===== src/rtl/regbank_pkg.sv =====
package regbank_pkg;

  typedef enum logic [1:0] {
    DIR_INDEX  = 2'd0,
    DIR_DATA   = 2'd1,
    DIR_STATUS = 2'd2,
    DIR_PIO    = 2'd3
  } dir_sel_e;

  // Locations of the indirect space that hold no storage.
  function automatic logic is_reserved(input int unsigned loc);
    return (loc == 22) || (loc == 27) || (loc == 29);
  endfunction

endpackage


===== src/rtl/rb_index_ptr.sv =====
module rb_index_ptr #(
  parameter int DATA_W = 8,
  parameter int IDX_W  = 5
) (
  input  logic              clk,
  input  logic              rst_n,
  input  logic              load,
  input  logic [DATA_W-1:0] din,
  output logic [IDX_W-1:0]  idx,
  output logic [DATA_W-1:0] view
);

  logic [IDX_W-1:0] idx_q, idx_d;

  always_comb begin
    idx_d = idx_q;
    if (load) idx_d = din[IDX_W-1:0];
  end

  always_ff @(posedge clk or negedge rst_n) begin
    if (!rst_n) idx_q <= '0;
    else        idx_q <= idx_d;
  end

  assign idx  = idx_q;
  assign view = {{(DATA_W-IDX_W){1'b0}}, idx_q};

  // a load captures the low index bits of the write data
  a_r2_index_load: assert property (@(posedge clk) disable iff (!rst_n)
    load |=> idx == $past(din[IDX_W-1:0]));

  // without a load the pointer holds
  a_r2_index_hold: assert property (@(posedge clk) disable iff (!rst_n)
    !load |=> $stable(idx));

endmodule


===== src/rtl/rb_decode.sv =====
module rb_decode
  import regbank_pkg::*;
#(
  parameter int IDX_W = 5,
  parameter int NREG  = 32
) (
  input  logic             ext_mode,
  input  logic [IDX_W-1:0] idx,
  input  logic             data_wr,
  output logic [IDX_W-1:0] eff_idx,
  output logic             rsv_hit,
  output logic [NREG-1:0]  we
);

  // In legacy mode the top index bit is dropped.
  always_comb begin
    eff_idx = idx;
    if (!ext_mode) eff_idx[IDX_W-1] = 1'b0;
  end

  always_comb begin
    rsv_hit = is_reserved(int'(eff_idx));
  end

  for (genvar g = 0; g < NREG; g++) begin : g_we
    assign we[g] = data_wr && !rsv_hit && (eff_idx == IDX_W'(g));
  end

endmodule


===== src/rtl/rb_store.sv =====
module rb_store
  import regbank_pkg::*;
#(
  parameter int DATA_W = 8,
  parameter int NREG   = 32,
  parameter int IDX_W  = 5
) (
  input  logic                   clk,
  input  logic                   rst_n,
  input  logic [NREG-1:0]        we,
  input  logic [DATA_W-1:0]      din,
  input  logic [IDX_W-1:0]       sel,
  output logic [DATA_W-1:0]      dout,
  output logic [NREG*DATA_W-1:0] image
);

  logic [DATA_W-1:0] regs [NREG];

  for (genvar g = 0; g < NREG; g++) begin : g_loc
    if (is_reserved(g)) begin : g_rsv
      assign regs[g] = '0;
    end else begin : g_reg
      logic [DATA_W-1:0] q, d;
      always_comb begin
        d = q;
        if (we[g]) d = din;
      end
      always_ff @(posedge clk or negedge rst_n) begin
        if (!rst_n) q <= '0;
        else        q <= d;
      end
      assign regs[g] = q;
    end
    assign image[g*DATA_W +: DATA_W] = regs[g];
  end

  assign dout = regs[sel];

  // at most one location is written per cycle
  a_r3_single_write: assert property (@(posedge clk) disable iff (!rst_n)
    $onehot0(we));

  // a write lands in the selected location
  a_r3_write_lands: assert property (@(posedge clk) disable iff (!rst_n)
    (|we) |=> dout == $past(din));

endmodule


===== src/rtl/ixreg_bank.sv =====
module ixreg_bank
  import regbank_pkg::*;
#(
  parameter int DATA_W   = 8,
  parameter int IDX_W    = 5,
  parameter int MODE_REG = 12,
  parameter int MODE_BIT = 6
) (
  input  logic                            clk,
  input  logic                            rst_n,
  input  logic [1:0]                      host_addr,
  input  logic                            host_wr,
  input  logic                            host_rd,
  input  logic [DATA_W-1:0]               host_wdata,
  output logic [DATA_W-1:0]               host_rdata,
  input  logic [DATA_W-1:0]               pio_in,
  output logic [DATA_W-1:0]               pio_out,
  output logic [(1<<IDX_W)*DATA_W-1:0]    ctrl_regs
);

  localparam int NREG = 1 << IDX_W;
  localparam int HALF = NREG / 2;

  // Reset: asynchronous assertion, synchronous release.
  logic [1:0] rst_sync_q;
  logic       rst_ni;

  always_ff @(posedge clk or negedge rst_n) begin
    if (!rst_n) rst_sync_q <= 2'b00;
    else        rst_sync_q <= {rst_sync_q[0], 1'b1};
  end
  assign rst_ni = rst_sync_q[1];

  // Direct write decode.
  logic wr_index, wr_data, wr_pio;
  always_comb begin
    wr_index = host_wr && (dir_sel_e'(host_addr) == DIR_INDEX);
    wr_data  = host_wr && (dir_sel_e'(host_addr) == DIR_DATA);
    wr_pio   = host_wr && (dir_sel_e'(host_addr) == DIR_PIO);
  end

  logic [IDX_W-1:0]       idx, eff_idx;
  logic [DATA_W-1:0]      idx_view, bank_dout;
  logic                   rsv_hit, ext_mode;
  logic [NREG-1:0]        we;
  logic [NREG*DATA_W-1:0] image;

  rb_index_ptr #(.DATA_W(DATA_W), .IDX_W(IDX_W)) u_index (
    .clk  (clk),
    .rst_n(rst_ni),
    .load (wr_index),
    .din  (host_wdata),
    .idx  (idx),
    .view (idx_view)
  );

  rb_decode #(.IDX_W(IDX_W), .NREG(NREG)) u_decode (
    .ext_mode(ext_mode),
    .idx     (idx),
    .data_wr (wr_data),
    .eff_idx (eff_idx),
    .rsv_hit (rsv_hit),
    .we      (we)
  );

  rb_store #(.DATA_W(DATA_W), .NREG(NREG), .IDX_W(IDX_W)) u_store (
    .clk  (clk),
    .rst_n(rst_ni),
    .we   (we),
    .din  (host_wdata),
    .sel  (eff_idx),
    .dout (bank_dout),
    .image(image)
  );

  assign ext_mode  = image[MODE_REG*DATA_W + MODE_BIT];
  assign ctrl_regs = image;

  // Programmed-I/O output register.
  logic [DATA_W-1:0] pio_q, pio_d;
  always_comb begin
    pio_d = pio_q;
    if (wr_pio) pio_d = host_wdata;
  end
  always_ff @(posedge clk or negedge rst_ni) begin
    if (!rst_ni) pio_q <= '0;
    else         pio_q <= pio_d;
  end
  assign pio_out = pio_q;

  // Read path, same cycle as the strobe.
  always_comb begin
    host_rdata = '0;
    if (host_rd) begin
      unique case (dir_sel_e'(host_addr))
        DIR_INDEX:  host_rdata = idx_view;
        DIR_DATA:   host_rdata = rsv_hit ? '0 : bank_dout;
        DIR_STATUS: host_rdata = {{(DATA_W-1){1'b0}}, ext_mode};
        DIR_PIO:    host_rdata = pio_in;
        default:    host_rdata = '0;
      endcase
    end
  end

  // no read strobe, no data
  a_r10_idle_zero: assert property (@(posedge clk) disable iff (!rst_ni)
    !host_rd |-> host_rdata == '0);

  // legacy mode leaves the upper half untouched
  a_r4_upper_frozen: assert property (@(posedge clk) disable iff (!rst_ni)
    (!ext_mode && wr_data) |=> $stable(ctrl_regs[NREG*DATA_W-1:HALF*DATA_W]));

  // status reflects the mode bit held in the bank
  a_r8_status_view: assert property (@(posedge clk) disable iff (!rst_ni)
    (host_rd && host_addr == 2'd2) |->
      host_rdata == {{(DATA_W-1){1'b0}}, ctrl_regs[MODE_REG*DATA_W + MODE_BIT]});

  // status writes change nothing
  a_r8_status_write_inert: assert property (@(posedge clk) disable iff (!rst_ni)
    (host_wr && host_addr == 2'd2) |=> $stable(ctrl_regs) && $stable(idx) && $stable(pio_out));

  // data port write is isolated from the indexed space
  a_r9_pio_isolated: assert property (@(posedge clk) disable iff (!rst_ni)
    (host_wr && host_addr == 2'd3) |=>
      $stable(ctrl_regs) && $stable(idx) && pio_out == $past(host_wdata));

  // reserved locations never hold a value
  a_r7_reserved_read: assert property (@(posedge clk) disable iff (!rst_ni)
    (host_rd && host_addr == 2'd1 && ext_mode &&
     (idx == IDX_W'(22) || idx == IDX_W'(27) || idx == IDX_W'(29))) |-> host_rdata == '0);

endmodule


===== config.mk =====
export PLATFORM = sky130hd
export DESIGN_NAME = ixreg_bank
export DESIGN_NICKNAME = d
export VERILOG_FILES = /design/src/rtl/regbank_pkg.sv /design/src/rtl/rb_index_ptr.sv /design/src/rtl/rb_decode.sv /design/src/rtl/rb_store.sv /design/src/rtl/ixreg_bank.sv
export SDC_FILE = /design/constraint.sdc
export NUM_CORES = 1
export LEC_CHECK = 0
export BUFFER_PORTS_ARGS = -buffer_cell sky130_fd_sc_hd__clkbuf_2
export CORE_ASPECT_RATIO = 0.7
export CORE_MARGIN = 4
export CORE_UTILIZATION = 54
export CTS_CLUSTER_DIAMETER = 80
export DETAILED_ROUTE_END_ITERATION = 16
export PLACE_DENSITY = 0.81
export SLEW_MARGIN = 20
export SYNTH_ARGS = -nofsm -noshare
export SYNTH_HDL_FRONTEND = slang
export SYNTH_SLANG_ARGS = --single-unit
export TNS_END_PERCENT = 10

===== constraint.sdc =====
create_clock -name clk -period 9.95 [get_ports clk]
set_clock_uncertainty 0.15 [all_clocks]
set_input_delay 0.4975 -clock clk [delete_from_list [all_inputs] [get_ports clk]]
set_output_delay 0.4975 -clock clk [all_outputs]
set_load 0.1 [all_outputs]

After elaboration in Yosys (flattened, before gate mapping)
Index checks and enable logic that the tools add are counted.

Logic and storage cells: 113. Register bits after elaboration: 247. Input bits: 22. Output and inout port bits: 272.

Reduce and logical (&&, ||, !) cells: 38. Bitwise gates (word level): 1. Muxes and demuxes: 7. Equal/unequal tests: 34. $lt $le $gt $ge: 1.

Operators with widths (count): $eq 5x5->1 const B (16); $bmux 8 s5 (1); $eq 5x4->1 const B (8); $logic_and 1x1->1 (33); $mux 8 (4); $pmux 8 s4 (1); $eq 5x3->1 const B (4); $eq 5x2->1 const B (2); $ge 6x6->1 const B (1); $not 5->6 (1); $eq 5x1->1 const B (1); $logic_not 5->1 (1); $eq 2x2->1 const B (2); $eq 2x1->1 const B (1); $logic_not 2->1 (1); $logic_or 1x1->1 (2); $logic_not 1->1 (1); $mux 1 (1).

Logic depth before layout (Yosys ltp)
Depth after elaboration: 8. Mapped depth: 9. Mapped depth without buffers: 5.

Modules after synthesis
Synthesis repeated with hierarchy kept, for this count alone.

Cells, all modules: 879. Area, all modules: 12268.0 um^2.

By module, submodules not included: rb_store (cells an instance 743, instances 1, seq. area each 5805.6 um^2, area an instance 10921.7 um^2); ixreg_bank (cells an instance 60, instances 1, seq. area each 250.2 um^2, area an instance 738.2 um^2); rb_decode (cells an instance 57, instances 1, seq. area each 0.0 um^2, area an instance 362.8 um^2); rb_index_ptr (cells an instance 19, instances 1, seq. area each 125.1 um^2, area an instance 245.2 um^2).

Worst setup path before layout
Ideal clock, no wire load.

Path kind: register -> output. Start: register u_store.g_loc[31].g_reg.q[0]. End: output host_rdata[0]. Arrival: 3860 ps. Data required time: 9303 ps. Path buffers: 0. Setup slack: 5442 ps. Cell stages (with the launch flop): 5. Cell sequence: dfrtp_1 mux2_2 a221oi_1 o221a_2 o31ai_1.

Longest elaborated chain between the ends: 6.

RTL lines: start: declaration (RTL line rb_store.sv:23) `logic [DATA_W-1:0] q, d;`; start signal: assignment (RTL line rb_store.sv:29) `if (!rst_n) q <= '0;`; start signal: assignment (RTL line rb_store.sv:30) `else q <= d;`; $bmux 8 s5 (RTL line rb_store.sv:37) `assign dout = regs[sel];`; $mux 8 (not written as such) (2 in series) (RTL line rb_store.sv:37); $mux 8 (RTL line ixreg_bank.sv:97) `DIR_DATA: host_rdata = rsv_hit ? '0 : bank_dout;`; $pmux 8 s4 (RTL line ixreg_bank.sv:95) `unique case (dir_sel_e'(host_addr))`; $mux 8 (RTL line ixreg_bank.sv:94) `if (host_rd) begin`; end: declaration (RTL line ixreg_bank.sv:15) `output logic [DATA_W-1:0] host_rdata,`.

No other way between the ends. The select of a mux whose other input is x is not followed.

Final worst setup path
Start: register u_index.idx_q[0] (netlist: u_index.idx[0]). End: output host_rdata[0].

Longest elaborated chain between the ends: 7. Elaborated cells between the ends (all ways): 12. Those cells by class: eq/ne: 3; mux: 6; bitwise: 1; reduce/logical: 2.

RTL lines: start: declaration (RTL line rb_index_ptr.sv:13) `logic [IDX_W-1:0] idx_q, idx_d;`; start signal: assignment (RTL line rb_index_ptr.sv:22) `else idx_q <= idx_d;`; $not 5->6 (not written as such) (RTL line rb_store.sv:37); $bmux 8 s5 (RTL line rb_store.sv:37); $mux 8 (not written as such) (2 in series) (RTL line rb_store.sv:37); $mux 8 (RTL line ixreg_bank.sv:97); $pmux 8 s4 * (RTL line ixreg_bank.sv:95); $mux 8 * (RTL line ixreg_bank.sv:94).

Every way passes the cells marked *; elsewhere a longest branch is shown, timed or not. The select of a mux whose other input is x is not followed.

==> run_results.csv <==
group,metric,value,unit
worst_setup_path,start_kind,"register",
worst_setup_path,cp_top_family,"buffers and inverters",
clock_tree,cts_tree,"yes",
finish,final_cells,1379,
global_route,grt_pass1_vias,8455,
sta,slew_violations,0,
sta,fin_ws,5100,ps
detailed_routing,post_drt_wl_per_cell,26.9,um
logic_synthesis,synth.distinct_cells,59,
worst_setup_path,arrival,4200,ps
place,hpwl,26.4,mm
detailed_routing,firstDrtPassIters,5,
detailed_routing,ant_nets,0,
global_route,grt_antenna_before_repair,4,
logic_synthesis,ys.flop_type,"dfrtp_1",
floorplan,rows,45,
floorplan,die_area,24500,sq um
sta,fmax,206,MHz
logic_synthesis,postSynthCellCount,840,
logic_synthesis,ys_top_cells_by_area,"dfrtp_1 (52%), mux2_2 (24%), mux4_2 (5.9%), buf_4 (1.8%), mux2i_1 (1.8%)",
worst_setup_path,slowest_stage,"dfrtp_4",
detailed_routing,wl,37.0,mm
detailed_routing,drt_iter0_drc,789,
place,gp_congestion,0.942,
global_route,grt_usage,0.296,
sta,finalSetupViolCount,0,
logic_synthesis,syn_area,11900,sq um
clock_tree,h-tree-depth,1,
worst_hold_path,hold_path.class,"in2async",
place,place_ws,5750,ps
place,place_area,13300,sq um
logic_synthesis,synth_top_area_frac,0.520,
clock_tree,clkTransAtPathRegs,60,ps
floorplan,start_util,0.549,
detailed_routing,post-route-drc-count,0,
sta,rsz0062_at_grt,"no",
outcome,status,"completed",
worst_setup_path,worstPathMaxFanout,49,
clock_tree,cts.path.max_buffers,3,
sta,relSlewSlack,0.321,
global_route,grt_pass1_wl,55.0,mm
power_and_ir_drop,powerDensity,301,nW/um^2
clock_tree,clkSinkCount,247,
floorplan,die_h,132,um
logic_synthesis,synth-seq-cells,247,
global_route,overflow,0,
floorplan,die_w,185,um
clock_tree,cts-buffers-inserted,24,
sta,period_share,0.487,
finish,syn_to_final_growth,17.9,%
worst_setup_path,end_kind,"primary output",
place,io_buffers,269,
job,maxCapViolCount,0,
worst_setup_path,critPathMaxStageDelay,840,ps
logic_synthesis,ys_top_cells_by_count,"mux2_2 (253), dfrtp_1 (247), nand2_1 (32), mux4_2 (31), clkbuf_1 (30)",
finish,fill_cells,1641,
sta,fin_tns_setup,0,ps
logic_synthesis,syn_avg_cell_area,14.2,sq um
clock_tree,clock_latency,520,ps
logic_synthesis,yosysTopAreaCell,"dfrtp_1",
place,placed_cells,1336,
logic_synthesis,yosys_warnings,0,
finish,nNetsFinal,1103,
power_and_ir_drop,vdd_ir_drop_max,0.230,mV
logic_synthesis,async_flop_share,1.00,
logic_synthesis,synth_edf_count,0,
power_and_ir_drop,p_leak,7.04,nW
sta,final_hold_viol_count,0,
clock_tree,post_cts_buffers,0,
clock_tree,cts_resized,0,
worst_setup_path,crit_buf_inv,2,
logic_synthesis,ys_seq_area_frac,0.520,
detailed_routing,vias,8535,
floorplan,pin_count,294,
worst_setup_path,path_class,"reg2out",
logic_synthesis,post-synth-top-count-cell,"mux2_2",
finish,design_area,14000,sq um
worst_setup_path,worstPathRequired,9300,ps
detailed_routing,vias_per_cell,6.19,
sta,min_period,4850,ps
sta,worst_pin_slew,1010,ps
finish,drive_gt1_frac,0.578,
floorplan,core,21700,sq um
clock_tree,cts_root_buffer,"clkbuf_16",
worst_setup_path,path_cells,"buf_4, and2_0, o2bb2ai_1, a21oi_1, o221a_2, o31ai_1, clkbuf_2",
global_route,grt_max_degree,79,
flip-flops by register name, indices dropped and copies added, names as in the netlist:
signal	flops
rst_sync_q	2
u_index.idx	5
u_store.g_loc.g_reg.q	232
pio_out	8
timing repair:
action,4_1_cts,5_1_grt
endpoints found under the setup margin,0,0
hold buffers,1,0
hold endpoints to repair,2,0
worst paths after layout:
check	startpoint	to	slack, ps	cells past startpoint
setup / recovery	u_index.idx[0]$_DFFE_PN0P_	host_rdata[0]	5100	7
hold / removal	rst_n	rst_sync_q[0]$_DFF_PN0_	150	2
min in group clk	rst_sync_q[0]$_DFF_PN0_	rst_sync_q[1]$_DFF_PN0_	200	0
max in group asynchronous	rst_sync_q[1]$_DFF_PN0_	u_index.idx[0]$_DFFE_PN0P_	7330	2
setup reg to reg	u_index.idx[0]$_DFFE_PN0P_	u_store.g_loc[3].g_reg.q[2]$_DFFE_PN0P_	6080	5
hold reg to reg	rst_sync_q[1]$_DFF_PN0_	u_store.g_loc[16].g_reg.q[6]$_DFFE_PN0P_	190	0
placed cells by master, fill, tap and decap left out, drive strengths merged, types with 6 or more instances in the layout:
cell    Yosys  layout
conb        2      25
a21oi       9       9
mux2i      21      21
mux4       39      39
buf        53       7
clkbuf     32     306
a221oi     10      10
nor2       35      35
dfrtp     247     247
mux2      253     253
and2        6       6
nand2      33      33
nor3        8       8
o21ai      15      15
worst register-to-register path, delay by kind of cell, from the launching register on:
kind	cells	cell delay [ps]
and+or+nand+nor	3	1650
DFF	1	840
muxes	1	420
buffers and inverters	1	700
power breakdown:
part	switching (mW)	total [mW]	internal [mW]
Sequential	0.177	1.35	1.17
Clock	0.380	0.893	0.513
Combinational	1.61	1.97	0.367
Total	2.16	4.21	2.05
area by class of cell:
type / instances / area, sq um / share of cell area
well taps: 282 / 353 / 0.0252
clock buffers: 37 / 711 / 0.0507
inverters: 5 / 18.8 / 0.00134
diodes: 2 / 5.00 / 0.000357
repair buffers: 277 / 1410 / 0.101
multi-input cells: 526 / 5290 / 0.377
flip-flops and latches: 247 / 6190 / 0.442
clock inverters: 3 / 40.0 / 0.00286
routing by layer:
metal	GRT usage	wire, um	share of wire	vias to the layer above
li1	-	-	-	3586
met1	0.448	16000	0.43	4369
met2	0.419	15800	0.43	504
met3	0.0968	4420	0.12	72
met4	0.0668	808	0.022	4
met5	0	24	0.00065	-
logic make-up (layout without fill, tap and decap cells):
logic type / count (synthesis) / in the layout / synth area share
buffers and inverters: 90 / 322 / 0.0426
other: 2 / 27 / 0.000631
DFF: 247 / 247 / 0.520
and+or+nand+nor: 106 / 106 / 0.0507
AOI/OAI and AO/OA: 82 / 82 / 0.0527
muxes: 313 / 313 / 0.334
stage by stage:
step | hold slack [ps] | total power, mW | util
global placement | 136 | 3.31 | 0.611
floorplan | 51.9 | 2.98 | -
detailed placement | 139 | 3.33 | 0.611
finish | 155 | 4.21 | 0.647
CTS | 132 | 4.22 | 0.646
global route | 155 | 4.34 | 0.647
Power figures use the tool's default switching activity.
